==> src/rtl/gpio_irq_pkg.sv <==
package gpio_irq_pkg;
  localparam int SEL_W    = 8;
  localparam int SEL_SPAN = 1 << SEL_W;

  typedef struct packed {
    logic [SEL_W-1:0] sel;
    logic             low;
    logic             edge_mode;
    logic             both;
  } line_cfg_t;

  // transition test for edge-type lines
  function automatic logic edge_hit(line_cfg_t c, logic cur, logic prev);
    if (c.both) return cur ^ prev;
    if (c.low)  return prev & ~cur;
    return cur & ~prev;
  endfunction

  // request of one line before the global gate
  function automatic logic line_req(line_cfg_t c, logic cur, logic prev, logic quiet);
    if (c.both || c.edge_mode) return edge_hit(c, cur, prev) & ~quiet;
    return cur ^ c.low;
  endfunction
endpackage

==> src/rtl/gpio_irq_sync.sv <==
module gpio_irq_sync #(
  parameter int W      = 8,
  parameter int STAGES = 2
) (
  input  logic         clk,
  input  logic         rst_n,
  input  logic [W-1:0] d,
  output logic [W-1:0] q
);
  logic [STAGES-1:0][W-1:0] stage_q;

  always_ff @(posedge clk or negedge rst_n) begin
    if (!rst_n) begin
      stage_q <= '0;
    end else begin
      stage_q[0] <= d;
      for (int s = 1; s < STAGES; s++) stage_q[s] <= stage_q[s-1];
    end
  end

  assign q = stage_q[STAGES-1];
endmodule

==> src/rtl/gpio_irq_regs.sv <==
module gpio_irq_regs
  import gpio_irq_pkg::*;
#(
  parameter int N_LINES = 12,
  parameter int ADDR_W  = 5,
  parameter int DATA_W  = 32
) (
  input  logic                        clk,
  input  logic                        rst_n,
  input  logic                        wr,
  input  logic [ADDR_W-1:0]           addr,
  input  logic [DATA_W-1:0]           wdata,
  output logic [DATA_W-1:0]           rdata,
  output logic                        glb_en,
  output line_cfg_t [N_LINES-1:0]     cfg
);
  localparam int N_SEL   = N_LINES / 2;
  localparam int WIDX_W  = ADDR_W - 2;
  localparam int HI_SEL  = 16;
  localparam logic [WIDX_W-1:0] IDX_BOTH = WIDX_W'(N_SEL + 1);

  logic                   en_q;
  logic [N_LINES-1:0]     low_q, edge_q, both_q;
  logic [N_LINES-1:0][SEL_W-1:0] sel_q;
  logic [WIDX_W-1:0]      widx;
  logic                   unused_addr_bits;

  assign widx = addr[ADDR_W-1:2];
  assign unused_addr_bits = ^addr[1:0];

  always_ff @(posedge clk or negedge rst_n) begin
    if (!rst_n) begin
      en_q   <= 1'b0;
      low_q  <= '0;
      edge_q <= '0;
      both_q <= '0;
      sel_q  <= '0;
    end else if (wr) begin
      if (widx == '0) begin
        en_q   <= wdata[DATA_W-1];
        low_q  <= wdata[N_LINES-1:0];
        edge_q <= wdata[2*N_LINES-1:N_LINES];
      end
      for (int r = 0; r < N_SEL; r++) begin
        if (widx == WIDX_W'(r + 1)) begin
          sel_q[2*r]   <= wdata[SEL_W-1:0];
          sel_q[2*r+1] <= wdata[HI_SEL +: SEL_W];
        end
      end
      if (widx == IDX_BOTH) both_q <= wdata[N_LINES-1:0];
    end
  end

  always_comb begin
    rdata = '0;
    if (widx == '0) begin
      rdata[DATA_W-1]            = en_q;
      rdata[2*N_LINES-1:N_LINES] = edge_q;
      rdata[N_LINES-1:0]         = low_q;
    end
    for (int r = 0; r < N_SEL; r++) begin
      if (widx == WIDX_W'(r + 1)) begin
        rdata[SEL_W-1:0]      = sel_q[2*r];
        rdata[HI_SEL +: SEL_W] = sel_q[2*r+1];
      end
    end
    if (widx == IDX_BOTH) rdata[N_LINES-1:0] = both_q;
  end

  assign glb_en = en_q;

  for (genvar i = 0; i < N_LINES; i++) begin : g_cfg
    assign cfg[i].sel       = sel_q[i];
    assign cfg[i].low       = low_q[i];
    assign cfg[i].edge_mode = edge_q[i];
    assign cfg[i].both      = both_q[i];
  end
endmodule

==> src/rtl/gpio_irq_line.sv <==
module gpio_irq_line
  import gpio_irq_pkg::*;
(
  input  logic                clk,
  input  logic                rst_n,
  input  logic [SEL_SPAN-1:0] pads_ext,
  input  line_cfg_t           cfg,
  input  logic                glb_en,
  output logic                cfg_chg,
  output logic                irq
);
  logic      cur, hist_q;
  line_cfg_t cfg_q;

  // codes past the last pad index land on zero-extended bits
  assign cur = pads_ext[cfg.sel];

  always_ff @(posedge clk or negedge rst_n) begin
    if (!rst_n) begin
      hist_q <= 1'b0;
      cfg_q  <= '0;
    end else begin
      hist_q <= cur;
      cfg_q  <= cfg;
    end
  end

  assign cfg_chg = (cfg != cfg_q);
  assign irq     = glb_en & line_req(cfg, cur, hist_q, cfg_chg);
endmodule

==> src/rtl/gpio_irq_router.sv <==
module gpio_irq_router
  import gpio_irq_pkg::*;
#(
  parameter int N_PADS   = 82,
  parameter int N_LINES  = 12,
  parameter int ADDR_W   = 5,
  parameter int DATA_W   = 32,
  parameter int N_STAGES = 2
) (
  input  logic               clk,
  input  logic               rst_n,
  input  logic               reg_wr,
  input  logic [ADDR_W-1:0]  reg_addr,
  input  logic [DATA_W-1:0]  reg_wdata,
  output logic [DATA_W-1:0]  reg_rdata,
  input  logic [N_PADS-1:0]  pads_in,
  output logic [N_LINES-1:0] irq_out
);
  logic                    glb_en;
  line_cfg_t [N_LINES-1:0] cfg;
  logic [N_LINES-1:0]      cfg_chg;
  logic [N_PADS-1:0]       pads_sync;
  logic [SEL_SPAN-1:0]     pads_ext;

  gpio_irq_regs #(.N_LINES(N_LINES), .ADDR_W(ADDR_W), .DATA_W(DATA_W)) regs_i (
    .clk(clk), .rst_n(rst_n), .wr(reg_wr), .addr(reg_addr), .wdata(reg_wdata),
    .rdata(reg_rdata), .glb_en(glb_en), .cfg(cfg)
  );

  gpio_irq_sync #(.W(N_PADS), .STAGES(N_STAGES)) sync_i (
    .clk(clk), .rst_n(rst_n), .d(pads_in), .q(pads_sync)
  );

  assign pads_ext = SEL_SPAN'(pads_sync);

  for (genvar i = 0; i < N_LINES; i++) begin : g_line
    gpio_irq_line line_i (
      .clk(clk), .rst_n(rst_n), .pads_ext(pads_ext), .cfg(cfg[i]),
      .glb_en(glb_en), .cfg_chg(cfg_chg[i]), .irq(irq_out[i])
    );
  end
endmodule

==> config.mk <==
export PLATFORM = sky130hd
export DESIGN_NAME = gpio_irq_router
export DESIGN_NICKNAME = d
export VERILOG_FILES = /design/src/rtl/gpio_irq_pkg.sv /design/src/rtl/gpio_irq_sync.sv /design/src/rtl/gpio_irq_regs.sv /design/src/rtl/gpio_irq_line.sv /design/src/rtl/gpio_irq_router.sv
export SDC_FILE = /design/constraint.sdc
export NUM_CORES = 1
export LEC_CHECK = 0
export ABC_AREA = 0
export ABC_CLOCK_PERIOD_IN_PS = 3900
export BUFFER_PORTS_ARGS = -buffer_cell sky130_fd_sc_hd__buf_4
export CAP_MARGIN = 20
export CORE_MARGIN = 8
export CORE_UTILIZATION = 30
export DETAILED_ROUTE_END_ITERATION = 7
export MAX_ROUTING_LAYER = met4
export PLACE_DENSITY = 0.45
export SKIP_CTS_REPAIR_TIMING = 1
export SLEW_MARGIN = 5
export SYNTH_ARGS = -nofsm -noshare
export SYNTH_HDL_FRONTEND = slang
export SYNTH_SLANG_ARGS = --single-unit
==> constraint.sdc <==
create_clock -name clk -period 3.9 [get_ports clk]
set_clock_uncertainty 0.15 [all_clocks]
set_input_delay 0.195 -clock clk [delete_from_list [all_inputs] [get_ports clk]]
set_output_delay 0.195 -clock clk [all_outputs]
set_load 0.05 [all_outputs]
==> impl_metrics.toml <==
[worst_setup_path]
worst-path-buf-inv = 4
r2r-end = "g_line[1].line_i.hist_q$_DFF_PN0_"
path_max_fanout = 7
critPathRequiredTime_ps = 3560
slowest_delay_ps = 590
crit_chain = "buf_12 > mux4_2 > mux4_2 > nor2b_4 > a2111oi_4 > buf_4 > a311o_1 > buf_4 > ha_4 > o211ai_1 > a2111oi_2 > nand4_1 > o22ai_2 > buf_6"
timing.rr.start = "regs_i.cfg[14]$_DFFE_PN0P_"
crit_family = "compound AO/OA/AOI/OAI gates"
cp-start-kind = "flop"
r2r_slack_ps = 900
reg2reg_depth = 9
crit_arrival_ps = 4450
crit_slowest_cell = "mux4_2"
endpoint_kind = "primary output"
path_class = "reg2out"

[placement]
gp_congestion = 0.920
place_hpwl_um = 74900
place.port_buffers = 149
preCtsSetupSlack_ps = -585

[yosys]
post-synth-top-area-fraction_pct = 44.1
synth_area_leaders = "dfrtp_1 (44%), mux4_2 (25%), mux2_2 (6.5%), mux2i_1 (3.4%), xnor2_1 (2.8%)"
ys_types = 64
syn_avg_cell_area_um2 = 13.6
yosys_register_bits = 441
ys_warn_count = 0
yosysTopAreaCell = "dfrtp_1"
synth.most_common_cell = "dfrtp_1"
synthFlopType = "dfrtp_1"
synth_edf_count = 0
syn_area_mm2 = 0.0250
synth_cells = 1846
async_reset_ff_share_pct = 100
ys_top_cells_by_count = "dfrtp_1 (441), mux4_2 (277), clkbuf_1 (163)"
ys_seq_area_share_pct = 44.1

[cts]
clock_latency_ps = 620
cts.path.max_buffers = 3
clkTransAtPathRegs_ps = 60
cts_tree = "built"
cts_num_sinks = 441
numCtsBuffers = 52
cts_root_buf = "clkbuf_16"
htreeDepth = 2

[grt]
grt_max_degree = 106
grt_pass1_wl_um = 145000
grt_antenna_before_repair = 0
track_usage_pct = 21.8
grt_overflow = 0
grt_pass1_vias = 19029

[timing]
setup_slack_ps = -894
fmax_mhz = 209
slew_headroom_pct = 30.7
fin_tns_setup_ps = -7550
worst_slew_pin_slew_ps = 1040
fin_crit_sh_pct = 123
drv_slew = 0
setup_violations = 12
rsz0062_at_grt = "true"
hold_viol = 0
finalCriticalPeriod_ps = 4790

[die]
die_w_um = 305
fp-row-count = 106
start_util_pct = 30.1
die_h_um = 305
core-area_mm2 = 0.0832
ios = 166
die_area_mm2 = 0.0930

[finish]
synthToLayoutAreaGrowth_pct = 34.7
diodes = 0
drive_gt1_share_pct = 48.9
fill_cells = 7754
final_net_count = 2455

[route]
first_pass_iters = 6
ant_nets = 0
num_vias = 18941
met1Wirelength_um = 44200
drc = 0
avgRoutedWirePerCell_um = 29.9
wl_met3_um = 6700
wl_um = 103000
wl_met2_um = 47800
highest_layer = "met4"
drt_iter0_drc = 1774
avgViaCountPerCell = 5.52

[run_status]
outcome = "complete, but fails checks"
violations = "setup timing"

[power]
cellLeakagePower_nw = 13.8
power.density_mw_per_mm2 = 575
ir_drop_uv = 309

[min_path]
min-delay-path-class = "in2async"

[run]
max_cap_viol_count = 0
[flip-flops by register name (all words and copies together), names as in the netlist]
| signal | count |
|---|---|
| sync_i.q | 82 |
| g_line.line_i.cfg_q | 132 |
| regs_i.edge_q | 12 |
| g_line.line_i.hist_q | 12 |
| regs_i.glb_en | 1 |
| sync_i.stage_q | 82 |
| regs_i.both_q | 12 |
| regs_i.low_q | 12 |
| regs_i.cfg | 96 |
[logic make-up (layout without fill, tap and decap cells)]
logic type | Yosys count | in the layout | synth area share [%]
other | 1 | 7 | 0.0150
flip-flops | 441 | 441 | 44.1
AND/OR/NAND/NOR | 274 | 274 | 5.60
buffers and inverters | 287 | 787 | 4.85
XOR/XNOR | 122 | 122 | 4.27
adder cells (fa/ha/maj) | 24 | 24 | 1.20
AO/OA/AOI/OAI | 191 | 191 | 5.19
multiplexers | 506 | 506 | 34.8
[how the worst max path moves through the flow]
stage	startpoint	to	slack, ps	cells after the start
3_5_place_dp	regs_i.cfg[14]$_DFFE_PN0P_	irq_out[1]	-580	17
2_1_floorplan	regs_i.cfg[69]$_DFFE_PN0P_	irq_out[6]	9	14
4_1_cts	regs_i.cfg[14]$_DFFE_PN0P_	irq_out[1]	-1260	17
3_3_place_gp	regs_i.cfg[14]$_DFFE_PN0P_	irq_out[1]	-610	17
6_report	regs_i.cfg[80]$_DFFE_PN0P_	irq_out[7]	-890	14
5_1_grt	regs_i.cfg[80]$_DFFE_PN0P_	irq_out[7]	-1060	14
[per-stage QoR]
step | power [mW] | utilization [%] | std cells | cell area [µm²] | hold WS, ps
2_1_floorplan | 10.2 | - | 1852 | 25100 | -251
3_3_place_gp | 13.4 | 35.7 | 3175 | 29600 | 105
3_5_place_dp | 13.5 | 35.7 | 3176 | 29600 | 97.3
4_1_cts | 18.7 | 37.8 | 3273 | 31500 | -551
5_1_grt | 20.2 | 40.6 | 3432 | 33700 | 50.0
6_report | 19.4 | 40.6 | 3432 | 33700 | 37.2
[layout make-up]
type | instances | area [µm²] | share of cell area [%]
clock buffers | 74 | 1540 | 4.55
clock inverters | 23 | 279 | 0.827
inverters | 48 | 190 | 0.564
multi-input cells | 1124 | 13300 | 39.5
flip-flops and latches | 441 | 11100 | 32.8
well taps | 1080 | 1350 | 4.01
repair buffers | 642 | 5990 | 17.8
[cells in the final DEF (no fill, tap or decap), drive strengths merged, types with 16 or more instances in the layout]
cell         netlist  layout
nor2              71      71
a21oi             28      28
o21ai             59      59
dfrtp            441     441
xor2              43      43
buf               76     527
mux2             145     145
xnor2             79      79
inv               46      50
nor3              16      16
ha                24      24
mux2i             84      84
mux4             277     277
dlygate4sd3        0     109
nand3             18      18
nand4             27      27
nand2             61      61
clkbuf           163      80
[report_power, final]
part           switching (mW)  internal, mW  leakage [nW]
Clock                    2.07          3.03         0.890
Combinational            3.83          4.08          7.69
Sequential               1.05          5.32          5.22
[metal layers]
metal,global-route usage (%),vias to the layer above
li1,-,7869
met1,29.6,10045
met2,33.7,836
met3,3.34,191
met4,6.66,0
met5,-,-
Note: power is estimated with default switching activity, not from simulation.
